$ cat config.mk
export PLATFORM = sky130hd
export DESIGN_NAME = rfc_cmd_lut
export DESIGN_NICKNAME = d
export VERILOG_FILES = /design/src/rtl/rfc_pkg.sv /design/src/rtl/rfc_cmd_lut.sv
export SDC_FILE = /design/constraint.sdc
export NUM_CORES = 1
export LEC_CHECK = 0
export ABC_AREA = 1
export CAP_MARGIN = 40
export CORE_AREA = 8 8 45 47
export DETAILED_ROUTE_END_ITERATION = 12
export DIE_AREA = 0 0 53 55
export GPL_ROUTABILITY_DRIVEN = 0
export REMOVE_ABC_BUFFERS = 1
export SETUP_SLACK_MARGIN = 0.4
export SYNTH_ARGS = -nofsm -noshare
export SYNTH_HDL_FRONTEND = slang
export SYNTH_SLANG_ARGS = --single-unit
$ cat constraint.sdc
create_clock -name vclk -period 1.75
set_input_delay 0.35 -clock vclk [all_inputs]
set_output_delay 0.35 -clock vclk [all_outputs]
set_load 0.01 [all_outputs]
$ cat src/rtl/rfc_pkg.sv
package rfc_pkg;

   localparam logic [15:0] CRC_INIT = 16'hFFFF;
   localparam logic [15:0] CRC_POLY = 16'h8408;

   typedef enum logic [3:0] {
      CMD_INVENTORY  = 4'd0,
      CMD_QUIET      = 4'd1,
      CMD_WRITE_BLK  = 4'd2,
      CMD_LOCK_BLK   = 4'd3,
      CMD_READ_MULTI = 4'd4,
      CMD_SELECT     = 4'd5,
      CMD_TO_READY   = 4'd6,
      CMD_AFI_EAS    = 4'd7,
      CMD_SEC_AUTH_A = 4'd8,
      CMD_SEC_AUTH_B = 4'd9,
      CMD_SEC_WRITE  = 4'd10,
      CMD_SEC_READ   = 4'd11,
      CMD_NONE       = 4'd15
   } cmd_id_e;

   typedef enum logic [1:0] {
      VERDICT_NONE    = 2'd0,
      VERDICT_ACCEPT  = 2'd1,
      VERDICT_DISCARD = 2'd2,
      VERDICT_REJECT  = 2'd3
   } verdict_e;

   // one byte of the reflected CRC16, least significant bit first
   function automatic logic [15:0] crc16_byte(input logic [15:0] c_in,
                                              input logic [7:0]  d);
      logic [15:0] c;
      c = c_in;
      for (int i = 0; i < 8; i++) begin
         if (c[0] ^ d[i]) c = (c >> 1) ^ CRC_POLY;
         else             c = c >> 1;
      end
      return c;
   endfunction

endpackage

$ cat src/rtl/rfc_cmd_lut.sv
module rfc_cmd_lut
   import rfc_pkg::*;
(
   input  logic [7:0] code,
   output cmd_id_e    id,
   output logic       supported,
   output logic       secure
);

   always_comb begin
      supported = 1'b1;
      secure    = 1'b0;
      unique case (code)
         8'h01: id = CMD_INVENTORY;
         8'h02: id = CMD_QUIET;
         8'h21: id = CMD_WRITE_BLK;
         8'h22: id = CMD_LOCK_BLK;
         8'h23: id = CMD_READ_MULTI;
         8'h25: id = CMD_SELECT;
         8'h26: id = CMD_TO_READY;
         8'h27: id = CMD_AFI_EAS;
         8'hF0: begin id = CMD_SEC_AUTH_A; secure = 1'b1; end
         8'hF1: begin id = CMD_SEC_AUTH_B; secure = 1'b1; end
         8'hF2: begin id = CMD_SEC_WRITE;  secure = 1'b1; end
         8'hF3: begin id = CMD_SEC_READ;   secure = 1'b1; end
         default: begin id = CMD_NONE; supported = 1'b0; end
      endcase
   end

endmodule

==> results <==
- The startpoint identified for the worst hold timing path is code[4].
- The peak ir drop on the vdd network is 0.00007892 V.
- The final number of hold-violating endpoints was 0.
- In this run the power density over the cells is 165.9 nW/um2.
- In this run the worst path has a maximum fanout of 5.
- The average size of a mapped cell is around 5.3 um2.
- The net count reported at finish is 83.
- The mapped cell area is between 300 and 400 um2.
- The critical path in this run is classified as in2out.
- The number of clock buffer instances in the layout is 0.
- Hold repair after CTS inserted 0 buffers.
- In the routed design, unresolved DRC markers number 0.
- The arrival time at the worst endpoint is 1.19 ns.
- The share of the yosys chip area belonging to registers is 0.
- The number of sequential cells is 0.
- The ratio of cells with drive above 1 in the final layout is 0.7397.
- In the final timing run, aggregate negative setup slack is 0 ns.
- The initial utilization of the core area, before any placement, comes to 0.2170.
- The width of the chip is approximately 53 um.
- The count of different cell masters after synthesis is 13.
- The number of slew-limit violations in the final report is 0.
- The post-layout total power is between 0.09 and 0.1 mW.
- The area added between synthesis and finish is 89.17%.
- The number of placement rows is 14.
- The first global-routing pass estimated between 1000 and 1500 um of wire.
- The total of buffers placed on input and output ports is 14.
- The detail route stage leaves a number of antenna-violating nets equal to 0.
- Entering global routing, the biggest net connects 6 pins.
- The flow ran to the end, and the final reports show no timing, DRC or antenna violations.
- The finished layout holds between 80 and 90 standard cells, fillers aside.
- The number of warnings printed during yosys synthesis is 0.
- STA classifies the critical path startpoint as an input pin.
- The synthesized netlist cell count is 57.
- The placed instances occupy a cell area of ~460 um2.
- Using the TritonRoute via totals, the vias-per-cell ratio works out to approximately 4.1.
- Measured along the y axis, the die boundary spans between 50 and 60 um.
- The top cell types in the final layout, fill and taps aside, are sky130_fd_sc_hd__nand2_2, sky130_fd_sc_hd__buf_6, sky130_fd_sc_hd__nand2_1, sky130_fd_sc_hd__nor2_1, sky130_fd_sc_hd__inv_2.
- The min-delay analysis places its worst path in the category in2out.
- In the finished design, the share of the clock period the worst path needs comes to 0.8822.
- The critical path starts at code[4].
- After the first detailed-routing iteration, the DRC count stood at 0.
- The required time of the worst setup path is around 1.4 ns.
- The region available for standard cell placement spans about 1400 um2.
- Across the whole layout, storage elements account for 0 um2.
- The number of cells on the worst hold path is 5.
- The via count of the first global-routing pass is about 360.
- Detailed placement finished with a half-perimeter wire length of 633.8 um.
- The number of endpoints failing setup at the final stage is 0.
- The number of antenna violations at the first check in global routing is 0.
- The clock period could shrink to approximately 1.5 ns.
- In the post-route analysis, the smallest setup slack over all paths is between 0.2 and 0.25 ns.
- The I/O pin count is 14.
- After detailed routing, the average wire length per cell comes to approximately 9.2 um.
- The total overflow left after global routing is 0.
- The length of the first detailed-routing pass in iterations is 1.
- The leakage power is roughly 0.27 nW.
- Hold timing on the final database bottoms out at a slack of between 1 and 1.5 ns.
- The count of max-cap constraint violations is 0.
- The die covers roughly 2900 um2.
- The final route contains around 370 vias.
- The antenna cell count is 0.
- Setup repair after global routing could not meet its margin everywhere.
- The relative slew slack is 0.8868.
- The final instance area is ~570 um2.
- The maximum clock rate is 647.7 MHz.
- The end of the worst hold path is id[2].
- The post-placement cell count is 87.
- The share of the core filled with cells is 0.4105.
- Prior to clock tree synthesis, the placed netlist has a worst setup slack of -0.5828 ns.
- The global routing usage summed across all routing layers is 0.05341.
- The total length of routed wires is 817 um.
- STA classifies the critical path endpoint as an output pin.
- The transition time of the tightest slew-check pin is about 0.17 ns.
- The commonest non-fill, non-tap cell in the layout is sky130_fd_sc_hd__nand2_2.
-- how the worst max path moves through the flow --
stage / to / cells after the start
3_3_place_gp: id[1] / 10
6_report: id[0] / 9
4_1_cts: id[0] / 9
3_5_place_dp: id[0] / 10
5_1_grt: id[1] / 9
2_1_floorplan: id[0] / 7
-- critical path, stage by stage --
cell and delay [ns]:
sky130_fd_sc_hd__buf_8 0.10, sky130_fd_sc_hd__inv_2 0.04, sky130_fd_sc_hd__nand2_2 0.05, sky130_fd_sc_hd__nor2_4 0.16
sky130_fd_sc_hd__nor2b_4 0.19, sky130_fd_sc_hd__nor2_4 0.04, sky130_fd_sc_hd__nand2_4 0.08, sky130_fd_sc_hd__nand2_2 0.05
sky130_fd_sc_hd__buf_6 0.12
-- repair_timing --
action | in CTS | in global routing
gates resized for setup | 77 | 26
endpoints found under the setup margin | 6 | 6
buffers inserted | 0 | 2
pin swaps | 12 | 10
-- layout make-up --
cell class / count / area (um2)
Timing Repair Buffer: 16 / 177.7
Tap cell: 16 / 20.02
Fill cell: 145 / 815.8
Inverter: 11 / 53.80
Multi-Input combinational cell: 46 / 316.6
-- routing by layer --
| metal | up-vias | part of all wire | GRT usage |
|---|---|---|---|
| met2 | 5 | 0.64 | 0.1152 |
| met1 | 163 | 0.34 | 0.05581 |
| met3 | 0 | 0.021 | 0.005348 |
| met4 | 0 | 0 | 0 |
| li1 | 198 | - | - |
| met5 | - | 0 | 0 |
-- Yosys cell counts --
cell type | count | area, um2
sky130_fd_sc_hd__nor2_1 | 11 | 41.29
sky130_fd_sc_hd__inv_2 | 5 | 18.77
sky130_fd_sc_hd__nor2_2 | 2 | 12.51
sky130_fd_sc_hd__nor2_4 | 2 | 22.52
sky130_fd_sc_hd__nor2b_4 | 1 | 13.76
sky130_fd_sc_hd__a21oi_4 | 1 | 16.27
sky130_fd_sc_hd__nand2_2 | 13 | 81.33
sky130_fd_sc_hd__o21ai_1 | 1 | 5.000
sky130_fd_sc_hd__nand2_4 | 1 | 11.26
sky130_fd_sc_hd__nand3_1 | 1 | 5.000
sky130_fd_sc_hd__a21oi_1 | 1 | 5.000
sky130_fd_sc_hd__nand2_1 | 12 | 45.04
sky130_fd_sc_hd__inv_1 | 6 | 22.52
-- kinds of logic after synthesis --
kind of cell,after synthesis,synth area share
and+or+nand+nor,43,0.7750
buffers and inverters,11,0.1375
AOI/OAI and AO/OA,3,0.08748
-- report_power, final --
part           switching [mW]  total (mW)  internal [mW]  leakage [nW]
logic                  0.0487      0.0942         0.0455         0.272
clock network               0           0              0             0
registers                   0           0              0             0
(Power assumes the default switching activity.)
